[config.mk]
export PLATFORM = sky130hd
export DESIGN_NAME = dacc_corrector
export DESIGN_NICKNAME = d
export VERILOG_FILES = /design/src/rtl/dacc_pkg.sv /design/src/rtl/dacc_cal_store.sv /design/src/rtl/dacc_arith.sv /design/src/rtl/dacc_corrector.sv
export SDC_FILE = /design/constraint.sdc
export NUM_CORES = 1
export LEC_CHECK = 0
export ABC_CLOCK_PERIOD_IN_PS = 18100
export BUFFER_PORTS_ARGS = -buffer_cell sky130_fd_sc_hd__buf_2
export CAP_MARGIN = 20
export CORE_ASPECT_RATIO = 1.5
export CORE_MARGIN = 1.5
export CORE_UTILIZATION = 43
export DETAILED_ROUTE_END_ITERATION = 16
export PLACE_DENSITY = 0.68
export SLEW_MARGIN = 20
export SYNTH_ARGS = -nofsm -noshare
export SYNTH_HDL_FRONTEND = slang
export SYNTH_SLANG_ARGS = --single-unit
[constraint.sdc]
create_clock -name clk -period 18.1 [get_ports clk]
set_input_delay 0.905 -clock clk [delete_from_list [all_inputs] [get_ports clk]]
set_output_delay 0.905 -clock clk [all_outputs]
set_load 0.05 [all_outputs]
[src/rtl/dacc_pkg.sv]
package dacc_pkg;
  typedef enum logic {
    RANGE_BIPOLAR  = 1'b0,
    RANGE_UNIPOLAR = 1'b1
  } range_e;

  typedef enum logic {
    FACT_GAIN   = 1'b0,
    FACT_OFFSET = 1'b1
  } fact_e;

  localparam int unsigned NUM_KINDS = 2;
endpackage

[src/rtl/dacc_cal_store.sv]
module dacc_cal_store #(
  parameter int unsigned DATA_W = 16,
  parameter int unsigned CH_N   = 4,
  localparam int unsigned CH_W   = $clog2(CH_N),
  localparam int unsigned ADDR_W = CH_W + 1,
  localparam int unsigned DEPTH  = 2 * CH_N
) (
  input  logic              clk,
  input  logic              we,
  input  logic              wkind,
  input  logic [ADDR_W-1:0] waddr,
  input  logic [DATA_W-1:0] wdata,
  input  logic [ADDR_W-1:0] raddr,
  output logic [DATA_W-1:0] rgain,
  output logic [DATA_W-1:0] roff
);
  import dacc_pkg::*;

  logic [DATA_W-1:0] rd_q [NUM_KINDS];

  for (genvar k = 0; k < NUM_KINDS; k++) begin : g_kind
    logic [DATA_W-1:0] mem [DEPTH];
    always_ff @(posedge clk) begin
      if (we && (wkind == 1'(k))) mem[waddr] <= wdata;
      rd_q[k] <= mem[raddr];
    end
  end

  assign rgain = rd_q[FACT_GAIN];
  assign roff  = rd_q[FACT_OFFSET];
endmodule

[src/rtl/dacc_arith.sv]
module dacc_arith #(
  parameter int unsigned DATA_W = 16,
  parameter int unsigned FRAC   = 18,
  localparam int unsigned ACC_W = DATA_W + FRAC + 4,
  localparam int unsigned PRD_W = 2 * DATA_W + 1
) (
  input  logic              range_uni,
  input  logic [DATA_W-1:0] value,
  input  logic [DATA_W-1:0] gain,
  input  logic [DATA_W-1:0] offs,
  output logic [DATA_W-1:0] code
);
  localparam logic [ACC_W-1:0] HALF = {{(ACC_W-1){1'b0}}, 1'b1} << (FRAC - 1);

  logic signed [DATA_W:0]   v_s;
  logic signed [PRD_W-1:0]  prod;
  logic signed [ACC_W-1:0]  t_base, t_gain, t_off, sum, rnd, hi, lo, clamped;
  logic        [ACC_W-1:0]  mag, q;
  logic                     neg;
  logic                     unused_hi;

  always_comb begin
    v_s    = range_uni ? {1'b0, value} : {value[DATA_W-1], value};
    prod   = v_s * $signed(gain);
    t_base = {{(ACC_W-DATA_W-1){v_s[DATA_W]}}, v_s} <<< FRAC;
    t_gain = {{(ACC_W-PRD_W){prod[PRD_W-1]}}, prod};
    if (!range_uni) t_gain = t_gain <<< 1;
    t_off  = {{(ACC_W-DATA_W){offs[DATA_W-1]}}, offs} <<< (FRAC - 2);
    sum    = t_base - t_gain - t_off;
    neg    = sum[ACC_W-1];
    mag    = neg ? -sum : sum;
    q      = (mag + HALF) >> FRAC;
    rnd    = neg ? -$signed(q) : $signed(q);
    if (range_uni) begin
      hi = {{(ACC_W-DATA_W){1'b0}}, {DATA_W{1'b1}}};
      lo = '0;
    end else begin
      hi = {{(ACC_W-DATA_W+1){1'b0}}, {(DATA_W-1){1'b1}}};
      lo = {{(ACC_W-DATA_W+1){1'b1}}, {(DATA_W-1){1'b0}}};
    end
    if (rnd > hi)      clamped = hi;
    else if (rnd < lo) clamped = lo;
    else               clamped = rnd;
    code = clamped[DATA_W-1:0];
  end

  assign unused_hi = ^clamped[ACC_W-1:DATA_W];
endmodule

[src/rtl/dacc_corrector.sv]
module dacc_corrector #(
  parameter int unsigned DATA_W = 16,
  parameter int unsigned CH_N   = 4,
  parameter int unsigned FRAC   = 18,
  localparam int unsigned CH_W  = $clog2(CH_N)
) (
  input  logic              clk,
  input  logic              rst,
  input  logic              cal_we,
  input  logic              cal_set,
  input  logic [CH_W-1:0]   cal_ch,
  input  logic              cal_kind,
  input  logic [DATA_W-1:0] cal_wdata,
  input  logic              in_valid,
  input  logic [CH_W-1:0]   in_ch,
  input  logic              in_range,
  input  logic [DATA_W-1:0] in_value,
  output logic              out_valid,
  output logic [DATA_W-1:0] out_code
);
  logic              s1_valid;
  logic              s1_range;
  logic [DATA_W-1:0] s1_val;
  logic [DATA_W-1:0] s1_gain;
  logic [DATA_W-1:0] s1_off;
  logic [DATA_W-1:0] corr;

  dacc_cal_store #(.DATA_W(DATA_W), .CH_N(CH_N)) store_i (
    .clk   (clk),
    .we    (cal_we),
    .wkind (cal_kind),
    .waddr ({cal_set, cal_ch}),
    .wdata (cal_wdata),
    .raddr ({in_range, in_ch}),
    .rgain (s1_gain),
    .roff  (s1_off)
  );

  always_ff @(posedge clk) begin
    if (rst) begin
      s1_valid <= 1'b0;
      s1_range <= 1'b0;
      s1_val   <= '0;
    end else begin
      s1_valid <= in_valid;
      if (in_valid) begin
        s1_range <= in_range;
        s1_val   <= in_value;
      end
    end
  end

  dacc_arith #(.DATA_W(DATA_W), .FRAC(FRAC)) arith_i (
    .range_uni (s1_range),
    .value     (s1_val),
    .gain      (s1_gain),
    .offs      (s1_off),
    .code      (corr)
  );

  always_ff @(posedge clk) begin
    if (rst) begin
      out_valid <= 1'b0;
      out_code  <= '0;
    end else begin
      out_valid <= s1_valid;
      if (s1_valid) out_code <= corr;
    end
  end
endmodule

==> metrics.yaml <==
outcome:
  status: "complete, no violations"
place:
  place.gp.congestion: 0.904
  port_buffers: 59
  placed_cell_area_sq_um: 28500
  hpwlAfterDp_um: 47100
synth:
  synthArstFlopShare_pct: 0
  synth_cell_types: 105
  syn_nets: 2942
  syn_area_sq_um: 27400
  synth_top_cell_by_area: "edfxtp_1"
  synth_area_per_cell_sq_um: 11.1
  synthTopCellsByArea: "edfxtp_1 (28%), fa_1 (20%), ha_1 (6.7%)"
  syn_inst: 2475
  synth_top_area_share_pct: 28.0
  synth.yosys.seq_area_share_pct: 32.9
  synth_edf_count: 256
  synth_seq_cells: 323
  synthFlopType: "edfxtp_1"
  yosys_warnings: 0
drt:
  totalWireLength_um: 63500
  via_per_inst: 5.54
  num_vias: 18500
  first_iter_violations: 1052
  drc: 0
  drtPass1Iterations: 5
  postRouteAntennaNets: 0
  post_drt_wl_per_cell_um: 19.0
floorplan:
  ioPinCount: 60
  core_area_sq_um: 63200
  dieArea_sq_um: 65300
  start_util_pct: 43.4
  die_w_um: 209
  die_h_um: 312
  rows: 113
clocking:
  clkLatencyLatePin_ns: 0.56
  cts.sinks: 323
  hold_buffers: 0
  clockBufferDepth: 3
  tritoncts: "yes"
  h-tree-depth: 2
  clockRootBuffer: "clkbuf_16"
  cts_buffers: 34
  path_clk_slew_ns: 0.07
worst_setup_path:
  critPathArrivalTime_ns: 17.13
  cpLargestDelayFamily: "compound AO/OA/AOI/OAI gates"
  cp_max_fo: 25
  path_buf_inv: 6
  crit_path_end_kind: "register"
  critPathKind: "reg2reg"
  cp.depth: 78
  slowest_delay_ns: 0.56
  crit_required_ns: 18.54
  cp-start-kind: "register"
  r2r_cells: 78
  cp_slowest_cell: "fa_1"
timing:
  hold_viol: 0
  slew_violations: 0
  slew_headroom_pct: 30.1
  period_minus_slack_ns: 16.69
  tightest_slew_ns: 1.05
  fmax_mhz: 59.9
  skew_ns: 0.0306
  fin_crit_sh_pct: 92.2
  setup_viol: 0
layout:
  drive_gt1_share_pct: 12.7
  area_growth_pct: 8.34
  fin_nets: 2969
  insertedDiodeCount: 0
  layout_common_cells: "inv_1 (381), fa_1 (277), edfxtp_1 (256)"
  final_cell_area_sq_um: 29700
  final_common_cell: "inv_1"
global_route:
  grt_pass1_wl_um: 103000
  grt_usage_pct: 20.0
  grt_pass1_vias: 19900
  gr-total-overflow: 0
  grt_max_degree: 65
  grt_antenna_before_repair: 2
flow_run:
  cap_violations: 0
hold_path:
  worstHoldPathCells: 2
  hold_path_class: "reg2reg"
sequential cells by signal (all words and copies together), names as in the netlist:
register / flops
s1_valid: 1
out_code: 16
s1_val: 16
s1_range: 1
out_valid: 1
store_i.g_kind.mem: 256
store_i.rd_q: 32
cell usage after synthesis, types with 48 or more instances:
cell type  number
inv_1         381
fa_1          277
edfxtp_1      256
nand2_1       214
ha_1          147
nor2_1        132
and2_1        126
xnor2_1        78
dfxtp_1        67
clkbuf_1       64
mux4_2         64
a21oi_1        60
o21ai_0        48
area by class of cell:
class,count,area (sq um)
fillers,5694,33500
multi-input cells,1667,16500
flip-flops and latches,323,9050
inverters,382,1430
well taps,805,1010
clock buffers,43,905
repair buffers,94,561
clock inverters,19,253
repair_timing:
action                     in CTS  in global routing
buffers inserted                0                  3
setup endpoints to repair       0                 16
gates resized for setup         0                 24
layer usage:
| layer | vias to the layer above | part of all wire (%) | track usage, % |
|---|---|---|---|
| met4 | 2 | 3.9 | 8.19 |
| met1 | 9346 | 39 | 22.9 |
| met5 | - | 0.016 | 0 |
| met2 | 558 | 53 | 37.0 |
| li1 | 8441 | - | - |
| met3 | 128 | 4.9 | 2.79 |
worst register-to-register path, delay by kind of cell (launching register included):
family	cells	cell delay (ns)
multiplexers	1	0.30
flip-flops	1	0.46
adder cells (fa/ha/maj)	11	4.68
AO/OA/AOI/OAI	41	7.31
buffers and inverters	6	0.64
XOR/XNOR	4	0.76
AND/OR/NAND/NOR	15	2.40
final timing paths:
path / startpoint / slack (ns) / to
max: s1_val[5] / 1.41 / out_code[15]
min: out_code[8] / 0.48 / out_code[8]
max reg2reg: s1_val[5] / 1.41 / out_code[15]
min reg2reg: out_code[8] / 0.48 / out_code[8]
stage by stage:
stage	std cells	hold slack [ns]	TNS [ns]	setup WS, ns	util [%]
detailed placement	3268	0.474	0	0.773	45.0
global placement	3268	0.475	0	1.27	45.0
CTS	3330	0.482	0	0.668	46.9
global route	3333	0.497	-0.0806	-0.0806	47.0
floorplan	2475	0.543	0	2.49	-
finish	3333	0.481	0	1.41	47.0
logic make-up (layout without fill, tap and decap cells):
kind of cell,count (synthesis),in the layout,synth area share [%]
adders and majority gates,424,424,26.9
xor gates and xnor gates,116,116,3.88
and+or+nand+nor,675,675,12.6
AOI/OAI and AO/OA,320,320,8.63
buffers and inverters,485,538,7.14
DFF,323,323,32.9
muxes,132,132,7.90
Power is not shown: default switching activity piles up to over one toggle a cycle in this logic, so the estimate is an artifact.
